[config.mk]
export PLATFORM = sky130hd
export DESIGN_NAME = lvl_irq_ctrl
export DESIGN_NICKNAME = d
export VERILOG_FILES = /design/src/rtl/lic_pkg.sv /design/src/rtl/lic_gateway.sv /design/src/rtl/lic_select.sv /design/src/rtl/lvl_irq_ctrl.sv
export SDC_FILE = /design/constraint.sdc
export NUM_CORES = 1
export LEC_CHECK = 0
export BUFFER_PORTS_ARGS = -buffer_cell sky130_fd_sc_hd__buf_2
export CORE_ASPECT_RATIO = 1.2
export CORE_MARGIN = 5
export CORE_UTILIZATION = 45
export CTS_BUF_LIST = sky130_fd_sc_hd__clkbuf_8
export CTS_CLUSTER_SIZE = 40
export DETAILED_ROUTE_END_ITERATION = 8
export GPL_ROUTABILITY_DRIVEN = 0
export SLEW_MARGIN = 40
export SYNTH_ARGS = -nofsm -noshare
export SYNTH_HDL_FRONTEND = slang
export SYNTH_SLANG_ARGS = --single-unit
[constraint.sdc]
create_clock -name clk -period 49 [get_ports clk]
set_clock_uncertainty 0.1 [all_clocks]
set_input_delay 9.8 -clock clk [delete_from_list [all_inputs] [get_ports clk]]
set_output_delay 9.8 -clock clk [all_outputs]
set_load 0.02 [all_outputs]
[src/rtl/lic_pkg.sv]
package lic_pkg;
  localparam int PRIO_W = 3;
  typedef logic [PRIO_W-1:0] prio_t;

  // word address helpers of the register map
  function automatic int enable_word(int c);
    return 'h800 + c * 'h20;
  endfunction

  function automatic int thresh_word(int c);
    return 'h80000 + c * 'h400;
  endfunction

  function automatic int claim_word(int c);
    return thresh_word(c) + 1;
  endfunction

  // strict comparison used both for the threshold gate and for ranking
  function automatic logic prio_above(prio_t p, prio_t floor_p);
    return p > floor_p;
  endfunction
endpackage

[src/rtl/lic_gateway.sv]
module lic_gateway (
  input  logic clk,
  input  logic rst_n,
  input  logic lvl,
  input  logic claim,
  input  logic complete,
  output logic pending,
  output logic busy
);
  always_ff @(posedge clk) begin
    if (!rst_n) begin
      pending <= 1'b0;
      busy    <= 1'b0;
    end else if (claim) begin
      pending <= 1'b0;
      busy    <= 1'b1;
    end else if (complete && busy) begin
      busy <= 1'b0;
    end else if (lvl && !busy) begin
      pending <= 1'b1;
    end
  end

  assert_claim_needs_pending_R7: assert property (@(posedge clk) disable iff (!rst_n)
    claim |-> pending);
  assert_claim_blocks_R7: assert property (@(posedge clk) disable iff (!rst_n)
    claim |=> (busy && !pending));
  assert_hold_while_busy_R7: assert property (@(posedge clk) disable iff (!rst_n)
    (busy && !complete) |=> !pending);
  assert_pending_busy_excl_R7: assert property (@(posedge clk) disable iff (!rst_n)
    !(pending && busy));
endmodule

[src/rtl/lic_select.sv]
module lic_select import lic_pkg::*; #(
  parameter int NSRC = 31,
  parameter int ID_W = 5
) (
  input  logic [NSRC:1]           pend,
  input  logic [NSRC:1]           en,
  input  logic [NSRC*PRIO_W-1:0]  prio_flat,
  input  prio_t                   thr,
  output logic [ID_W-1:0]         best_id
);
  prio_t best_p;
  prio_t cand_p;

  // ascending scan with strict compare: ties keep the lowest id
  always_comb begin
    best_id = '0;
    best_p  = thr;
    cand_p  = '0;
    for (int n = 1; n <= NSRC; n++) begin
      cand_p = prio_flat[(n-1)*PRIO_W +: PRIO_W];
      if (pend[n] && en[n] && prio_above(cand_p, best_p)) begin
        best_id = ID_W'(n);
        best_p  = cand_p;
      end
    end
  end
endmodule

[src/rtl/lvl_irq_ctrl.sv]
module lvl_irq_ctrl import lic_pkg::*; #(
  parameter int NSRC   = 31,
  parameter int NCTX   = 2,
  parameter int ADDR_W = 20,
  parameter int DATA_W = 32
) (
  input  logic              clk,
  input  logic              rst_n,
  input  logic [NSRC:1]     irq_src,
  input  logic              req_valid,
  input  logic              req_write,
  input  logic [ADDR_W-1:0] req_addr,
  input  logic [DATA_W-1:0] req_wdata,
  output logic [DATA_W-1:0] rd_data,
  output logic [NCTX-1:0]   irq_o
);
  localparam int ID_W   = $clog2(NSRC + 1);
  localparam int STATEW = NSRC*PRIO_W + NCTX*NSRC + NCTX*PRIO_W;

  prio_t             prio_q [1:NSRC];
  logic [NSRC:1]     en_q   [NCTX];
  prio_t             thr_q  [NCTX];
  logic [NSRC*PRIO_W-1:0] prio_flat;

  logic [NSRC:1]     pend_vec, busy_vec, claim_vec, done_vec;
  logic [ID_W-1:0]   best_id [NCTX];

  logic              wr_en, rd_en, hit_prio, unmapped;
  logic [NCTX-1:0]   hit_en, hit_thr, hit_clm;
  logic [DATA_W-1:0] rd_mux;
  logic [STATEW-1:0] state_flat;

  // ---------------- address decode ----------------
  always_comb begin
    wr_en    = req_valid && req_write;
    rd_en    = req_valid && !req_write;
    hit_prio = (req_addr != '0) && (req_addr <= ADDR_W'(NSRC));
    for (int c = 0; c < NCTX; c++) begin
      hit_en[c]  = req_addr == ADDR_W'(enable_word(c));
      hit_thr[c] = req_addr == ADDR_W'(thresh_word(c));
      hit_clm[c] = req_addr == ADDR_W'(claim_word(c));
    end
    unmapped = !(hit_prio || (|hit_en) || (|hit_thr) || (|hit_clm));
  end

  // ---------------- configuration registers ----------------
  always_ff @(posedge clk) begin
    if (!rst_n) begin
      for (int n = 1; n <= NSRC; n++) prio_q[n] <= '0;
      for (int c = 0; c < NCTX; c++) begin
        en_q[c]  <= '0;
        thr_q[c] <= '0;
      end
    end else if (wr_en) begin
      if (hit_prio) prio_q[req_addr[ID_W-1:0]] <= req_wdata[PRIO_W-1:0];
      for (int c = 0; c < NCTX; c++) begin
        if (hit_en[c])  en_q[c]  <= req_wdata[NSRC:1];
        if (hit_thr[c]) thr_q[c] <= req_wdata[PRIO_W-1:0];
      end
    end
  end

  always_comb begin
    for (int n = 1; n <= NSRC; n++) prio_flat[(n-1)*PRIO_W +: PRIO_W] = prio_q[n];
  end

  // ---------------- gateways ----------------
  for (genvar n = 1; n <= NSRC; n++) begin : g_src
    lic_gateway u_gw (
      .clk      (clk),
      .rst_n    (rst_n),
      .lvl      (irq_src[n]),
      .claim    (claim_vec[n]),
      .complete (done_vec[n]),
      .pending  (pend_vec[n]),
      .busy     (busy_vec[n])
    );
  end

  // ---------------- per-context selection ----------------
  for (genvar c = 0; c < NCTX; c++) begin : g_ctx
    lic_select #(.NSRC(NSRC), .ID_W(ID_W)) u_sel (
      .pend      (pend_vec),
      .en        (en_q[c]),
      .prio_flat (prio_flat),
      .thr       (thr_q[c]),
      .best_id   (best_id[c])
    );

    always_ff @(posedge clk) begin
      if (!rst_n) irq_o[c] <= 1'b0;
      else        irq_o[c] <= best_id[c] != '0;
    end

    assert_claim_over_thr_R5: assert property (@(posedge clk) disable iff (!rst_n)
      (rd_en && hit_clm[c] && best_id[c] != '0) |->
        (prio_q[best_id[c]] > thr_q[c]));
  end

  // ---------------- claim and completion events ----------------
  always_comb begin
    claim_vec = '0;
    done_vec  = '0;
    for (int c = 0; c < NCTX; c++) begin
      for (int n = 1; n <= NSRC; n++) begin
        if (rd_en && hit_clm[c] && best_id[c] == ID_W'(n)) claim_vec[n] = 1'b1;
        if (wr_en && hit_clm[c] && req_wdata == DATA_W'(n)) done_vec[n] = 1'b1;
      end
    end
  end

  // ---------------- read path ----------------
  always_comb begin
    rd_mux = '0;
    if (hit_prio) rd_mux = DATA_W'(prio_q[req_addr[ID_W-1:0]]);
    for (int c = 0; c < NCTX; c++) begin
      if (hit_en[c])  rd_mux = DATA_W'({en_q[c], 1'b0});
      if (hit_thr[c]) rd_mux = DATA_W'(thr_q[c]);
      if (hit_clm[c]) rd_mux = DATA_W'(best_id[c]);
    end
  end

  always_ff @(posedge clk) begin
    if (!rst_n)     rd_data <= '0;
    else if (rd_en) rd_data <= rd_mux;
  end

  // ---------------- observation of configuration state ----------------
  always_comb begin
    state_flat = '0;
    state_flat[NSRC*PRIO_W-1:0] = prio_flat;
    for (int c = 0; c < NCTX; c++) begin
      state_flat[NSRC*PRIO_W + c*NSRC +: NSRC] = en_q[c];
      state_flat[NSRC*PRIO_W + NCTX*NSRC + c*PRIO_W +: PRIO_W] = thr_q[c];
    end
  end

  assert_bad_complete_R8: assert property (@(posedge clk) disable iff (!rst_n)
    (wr_en && (|hit_clm) && (req_wdata == '0 || req_wdata > DATA_W'(NSRC)))
      |=> $stable(busy_vec));
  assert_unmapped_write_R9: assert property (@(posedge clk) disable iff (!rst_n)
    (wr_en && unmapped) |=> $stable(state_flat));
  assert_config_write_keeps_busy_R7: assert property (@(posedge clk) disable iff (!rst_n)
    (wr_en && !(|hit_clm)) |=> ($past(busy_vec) == busy_vec));
endmodule

==> results.md, run 1 <==
- Aggregate routed wire length: 78110 um
- Post-synthesis sequential area ratio: 33.78%
- Launch point of the worst hold path: rd_data[2]
- YS warnings: 0
- Fraction of registers with async set or reset after synthesis: 0%
- Share of the synthesized area in compound gates (AO/OA/AOI/OAI): 25.79%
- Number of buffers inserted to repair setup after CTS: 0
- Outcome: finished, final reports clean
- Count of H-tree levels built during CTS: 2
- Global-route wire length before repair: 116600 um
- Synthesized-area fraction occupied by adder cells: 6.149%
- Reg2reg end: g_src[20].u_gw.pending
- Number of CTS-inserted buffers: 45
- Most frequent cell on the critical path: ha_1
- Maximum clock insertion buffer count: 3
- DRC violation count after routing: 0
- Clock period minus worst slack: 45.92 ns
- Total power divided by cell area: 33.19 mW/mm2
- Path type of the worst min-delay path: register to register
- Most frequent standard cell in the layout excluding fill and tap cells: nor2_1
- Number of sinks on the clock net: 260
- Footprint of the multi-input gates: 0.01269 mm2
- Count of pins over their slew limit: 0
- Non-Filler Cell Area, Final: 0.02244 mm2
- Sum of negative setup slack: 0 ns
- Non-filler cells in the finished layout: 3191
- Die area: 0.04940 mm2
- Pin count of the biggest net entering global routing: 90
- Achievable Freq: 21.78 MHz
- Yosys reg bits: 260
- Num ports: 121
- Simple-gate area share of the yosys netlist: 26.00%
- Count of flip-flops with a built-in enable after synthesis: 164
- Post-route fraction of the period consumed by the critical path: 93.72%
- FP Rows: 85
- Final setup violation count: 0
- Cell area after synthesis: 0.02027 mm2
- Post-CTS sizing: 0
- Post-detailed-placement half-perimeter wirelength: 59580 um
- Placed Cells: 3104
- Data arrival, critical path: 46.32 ns
- Unique masters post-synth: 97
- Capturing element type of the critical path: register
- R2r setup slk: 3.08 ns
- Kind of launch point of the worst setup path: register
- Top flip-flop cell by instance count after synthesis: edfxtp_1
- Worst IR Drop VDD: 0.02113 mV
- Filler cell count: 4319
- Initial antenna violation count: 5
- Clock root cell: clkbuf_8
- WHS Path Cells: 2
- First drt pass iteration count: 6
- Crit-path max FO: 9
- Headroom to the max-slew limit: 43.02%
- Hold-critical path endpoint: rd_data[2]
- Parity-gate share of the synthesized area counting xor and xnor cells: 0%
- Dominant combinational cell family by area after synthesis: simple AND/OR/NAND/NOR gates
- Share of layout cells above drive strength 1: 13.22%
- Via count of the first global-routing pass: 19817
- Area used by sequential logic in the layout: 0.006847 mm2
- Max cap viols: 0
- Post-Syn Instances: 2474
- Commonest non-fill, non-tap cells in the layout: nor2_1 (339), nand2_1 (202), edfxtp_1 (164)
- Overall Global Routing Usage: 30.27%
- Total congestion overflow after global routing: 0
- Worst r2r src: prio_q[1][1]
- Area growth from synthesis to final layout: 10.72%
- Y dimension of the die: 242.5 um
- Width of the chip: 203.7 um
- Hold violation count in the final report: 0
- Measured slew at the worst slew-check pin: 0.8548 ns
- Number of input and output port buffers inserted: 120
- Delay contributed by the slowest stage of the critical path: 0.60 ns
- Post-DRT Antenna Nets: 0
- Area of the core: 0.04477 mm2
- Critical-path top delay cell: a211oi_1
- Leakage power total: 0.008643 uW
- Per-cell via count in the routed design: 6.481
- Iteration-0 DRC Markers: 2154
- Clock transition at the registers of the reported paths: 0.06 ns
- DP Area: 0.02142 mm2
- Clock tree from TritonCTS: yes
- Critical Setup Path Class: register to register
- Per-cell routed wire length: 24.48 um
- Mean area per synthesized cell: 8.192 um2
- Hold_buf cts: 0
- Required arrival time at the worst endpoint: 49.40 ns
- Total number of nets in the final design: 2703
- Multiplexer fraction of the synthesized cell area: 3.963%
- Clock latency of the later-clocked register in the worst-skew pair: 0.65 ns
- Initial standard-cell utilization of the core: 45.27%
- Count of vias placed by the detailed router: 20681
- Worst-case reg-to-reg path depth: 204
-- layout make-up --
class                           count  area share [%]
Sequential cell                   260           30.51
Tap cell                          609           3.396
Timing Repair Buffer              144           3.507
Inverter                          107           1.790
Antenna cell                        3         0.03345
Multi-Input combinational cell   1984           56.57
Clock inverter                     31          0.9479
Clock buffer                       53           3.251
-- how the worst max path moves through the flow --
stage	end	slack, ns	cells after the start	from
floorplan	g_src[22].u_gw.pending	8.02	199	prio_q[1][2]
global placement	g_src[22].u_gw.busy	2.27	198	prio_q[1][2]
detailed placement	g_src[2].u_gw.busy	2.42	200	prio_q[1][2]
CTS	g_src[2].u_gw.busy	2.21	200	prio_q[1][2]
global route	g_src[1].u_gw.pending	-0.01	202	prio_q[1][2]
finish	g_src[20].u_gw.pending	3.08	204	prio_q[1][1]
-- logic make-up (layout without fill, tap and decap cells) --
group	count (synthesis)	count (layout)
AO/OA/AOI/OAI	753	753
adder cells (fa/ha/maj)	106	106
other	1	6
buffers and inverters	232	335
flip-flops	260	260
AND/OR/NAND/NOR	1074	1074
multiplexers	48	48
-- cell usage after synthesis, drive strengths merged, types with 16 or more instances --
cell	count	share of area (%)
nor2	341	6.3
nand2	204	3.8
edfxtp	164	24
o21ai	159	3.9
a21oi	136	3.4
clkbuf	122	2.3
inv	107	2.0
nand3	102	2.5
dfxtp	96	9.5
nor3	95	2.4
and3	80	2.5
ha	74	4.6
and2	53	1.6
a31oi	40	1.2
nor2b	37	1.1
a221oi	33	1.4
maj3	32	1.6
a211oi	31	1.3
o211ai	31	1.1
or2	31	0.96
o21a	30	1.1
nor4	29	1.0
o22ai	28	0.86
nand4	26	0.80
mux4	24	2.7
a21o	22	0.81
o31ai	22	0.81
o221ai	21	0.91
a22oi	17	0.65
or3	17	0.52
nand2b	16	0.49
o31a	16	0.69
-- where the power goes --
part | internal (uW) | switching [uW]
Clock | 111 | 99.2
Sequential | 243 | 18.6
Combinational | 99.7 | 173
-- state kept, by name (all words and copies together) (netlist names) --
name	cells
en_q	62
g_src.u_gw.busy	31
g_src.u_gw.pending	31
irq_o	2
prio_q	96
rd_data	32
thr_q	6
-- per-stage QoR --
stage	power (uW)	setup slack (ns)	utilization, %	hold slack (ns)
floorplan	445.6	8.021	-	0.3505
global placement	522.5	2.266	47.74	0.3443
detailed placement	528.7	2.425	47.84	0.3460
CTS	739.8	2.213	49.95	0.3612
global route	783.5	-0.01297	50.11	0.3857
finish	744.7	3.076	50.12	0.3623
-- routing by layer --
layer	track usage [%]	wire, um	share of wire [%]
met5	0	0	0
met4	16.39	4809	6.2
met3	4.485	6168	7.9
met2	51.22	37260	48
met1	37.02	29870	38
-- worst max-delay path, delay by kind of cell (launching register included) --
family | cells | cell delay [ns]
compound gates | 94 | 20.29
fa+ha+maj | 38 | 11.12
buf+inv | 7 | 0.70
flops | 1 | 0.47
mux | 9 | 2.88
simple gates | 56 | 10.17
Power figures use the tool's default switching activity.
==> inputs of run 2 (changes only) <==
CORE_MARGIN = 3   (was 5)
HOLD_SLACK_MARGIN = 0.08   (was default)
clock period = 51.9 ns   (was 49 ns; I/O delays follow)
==> run 2 against run 1 <==
Effect of this change:
- clock power decreased by 12%
- first-iteration DRC count increased by 7.3%
- utilization increased by 0.22 points
- largest power group unchanged
- sequential power decreased by 6%
- setup slack improved by 1.5 ns
- routed wire length decreased by 0.47%
- worst hold slack improved by 0.010 ns
- register-to-register slack improved by 1.5 ns
- design area decreased by 0.97%
- critical path type unchanged
==> results.md, run 2 (same netlist as run 1, synthesis figures left out) <==
- Outcome: finished, final reports clean
- Num ports: 121
- Initial antenna violation count: 5
- Worst IR Drop VDD: 0.01929 mV
- Final setup violation count: 0
- Area of the core: 0.04414 mm2
- First drt pass iteration count: 6
- Launch point of the worst hold path: rd_data[2]
- Area growth from synthesis to final layout: 9.643%
- Per-cell via count in the routed design: 6.644
- Number of input and output port buffers inserted: 120
- Worst r2r src: prio_q[1][2]
- Clock tree from TritonCTS: yes
- Per-cell routed wire length: 24.81 um
- Clock latency of the later-clocked register in the worst-skew pair: 0.63 ns
- Launching element of the worst setup path: prio_q[1][2]
- Y dimension of the die: 238.5 um
- RSZ-0062 raised after global routing: no
- Reg2reg end: g_src[2].u_gw.busy
- Global-route wire length before repair: 116800 um
- Sum of negative setup slack: 0 ns
- Clock root cell: clkbuf_8
- FP Rows: 84
- Leakage power total: 0.008559 uW
- Hold violation count in the final report: 0
- Count of pins over their slew limit: 0
- Total power divided by cell area: 31.03 mW/mm2
- Worst-case reg-to-reg path depth: 200
- Critical-path top delay cell: o21ai_0
- Largest registers in the final layout: prio_q (96), en_q (62), rd_data (32)
- Via count of the first global-routing pass: 19849
- Final design utilization: 50.34%
- Critical Setup Path Class: register to register
- Iteration-0 DRC Markers: 2311
- Filler cell count: 4332
- Kind of launch point of the worst setup path: register
- Hold_buf cts: 0
- Measured slew at the worst slew-check pin: 0.9122 ns
- Crit-path max FO: 11
- Overall Global Routing Usage: 32.05%
- Clock period minus worst slack: 47.36 ns
- Largest Register: prio_q
- Capturing element type of the critical path: register
- Commonest non-fill, non-tap cells in the layout: nor2_1 (339), nand2_1 (202), edfxtp_1 (164)
- Headroom to the max-slew limit: 38.62%
- Required arrival time at the worst endpoint: 52.39 ns
- Number of CTS-inserted buffers: 44
- Count of vias placed by the detailed router: 20815
- Share of layout cells above drive strength 1: 12.80%
- Max cap viols: 0
- Width of the chip: 199.7 um
- Total congestion overflow after global routing: 0
- Count of H-tree levels built during CTS: 2
- DRC violation count after routing: 0
- R2r setup slk: 4.54 ns
- Aggregate routed wire length: 77740 um
- Clock transition at the registers of the reported paths: 0.07 ns
- Pin count of the biggest net entering global routing: 88
- Data arrival, critical path: 47.85 ns
- Path type of the worst min-delay path: register to register
- Number of sinks on the clock net: 260
- Initial standard-cell utilization of the core: 45.92%
- Post-DRT Antenna Nets: 0
- Delay contributed by the slowest stage of the critical path: 0.67 ns
- Post-detailed-placement half-perimeter wirelength: 59800 um
- Achievable Freq: 21.12 MHz
- Number of buffers inserted to repair setup after CTS: 0
- Hold-critical path endpoint: rd_data[2]
- Max FFs per register: 96
- Post-route fraction of the period consumed by the critical path: 91.25%
- WHS Path Cells: 2
- Maximum clock insertion buffer count: 3
- Post-CTS sizing: 0
- Die area: 0.04763 mm2
- Total number of nets in the final design: 2698
- Most frequent standard cell in the layout excluding fill and tap cells: nor2_1
-- run 2: cell types whose count changed in the layout (fill, tap and decap cells not counted), sizes merged --
cell / previous run / this run
clkinvlp: 1 / 0
clkbuf: 53 / 45
inv: 125 / 122
buf: 144 / 140
diode: 3 / 4
clkinv: 10 / 17
-- run 2: where the power goes --
part / switching (uW) / total, uW / internal (uW)
combinational: 164 / 257 / 93.0
sequential: 17.7 / 247 / 230
clock: 93.0 / 185 / 91.8
-- run 2: worst max-delay path by stage --
stage	end	slack [ns]	depth (start not counted)
detailed placement	g_src[2].u_gw.busy	5.28	199
global placement	g_src[22].u_gw.pending	5.19	198
CTS	g_src[3].u_gw.busy	5.12	200
finish	g_src[2].u_gw.busy	4.54	200
global route	g_src[22].u_gw.busy	1.30	201
floorplan	g_src[22].u_gw.pending	10.92	199
-- run 2: per-layer routing --
layer / track usage (%) / up-vias / wire (um)
met5: 0 / - / 0
met4: 16.84 / 0 / 4761
met3: 5.296 / 221 / 6623
met2: 53.93 / 1119 / 36670
met1: 39.40 / 9915 / 29680
li1: - / 9560 / -
-- run 2: worst max-delay path: cells and delay by family (launching register included) --
kind | cells | cell delay, ns
adders and majority gates | 50 | 15.39
DFF | 1 | 0.49
buffers and inverters | 1 | 0.08
and+or+nand+nor | 66 | 8.89
muxes | 7 | 2.75
AOI/OAI and AO/OA | 76 | 19.57
-- run 2: per-stage QoR --
stage	hold WS, ns	instances	total power, uW	area, um2	worst slack (ns)
after floorplan	0.3505	2476	420.7	20280	10.92
after global placement	0.3443	3050	493.3	21280	5.190
after detailed placement	0.3585	3050	500.1	21350	5.283
after CTS	0.3726	3129	685.1	22180	5.122
after global routing	0.4021	3132	725.7	22220	1.303
final	0.3725	3133	689.6	22220	4.542
-- run 2: area by class of cell --
type / instances / area (um2) / share of cell area [%]
flip-flops and latches: 260 / 6847 / 30.81
multi-input cells: 1984 / 12670 / 57.01
inverters: 107 / 401.6 / 1.807
diodes: 4 / 10.01 / 0.04504
clock buffers: 45 / 619.3 / 2.787
repair buffers: 140 / 759.5 / 3.418
clock inverters: 34 / 216.5 / 0.9740
well taps: 559 / 699.4 / 3.147
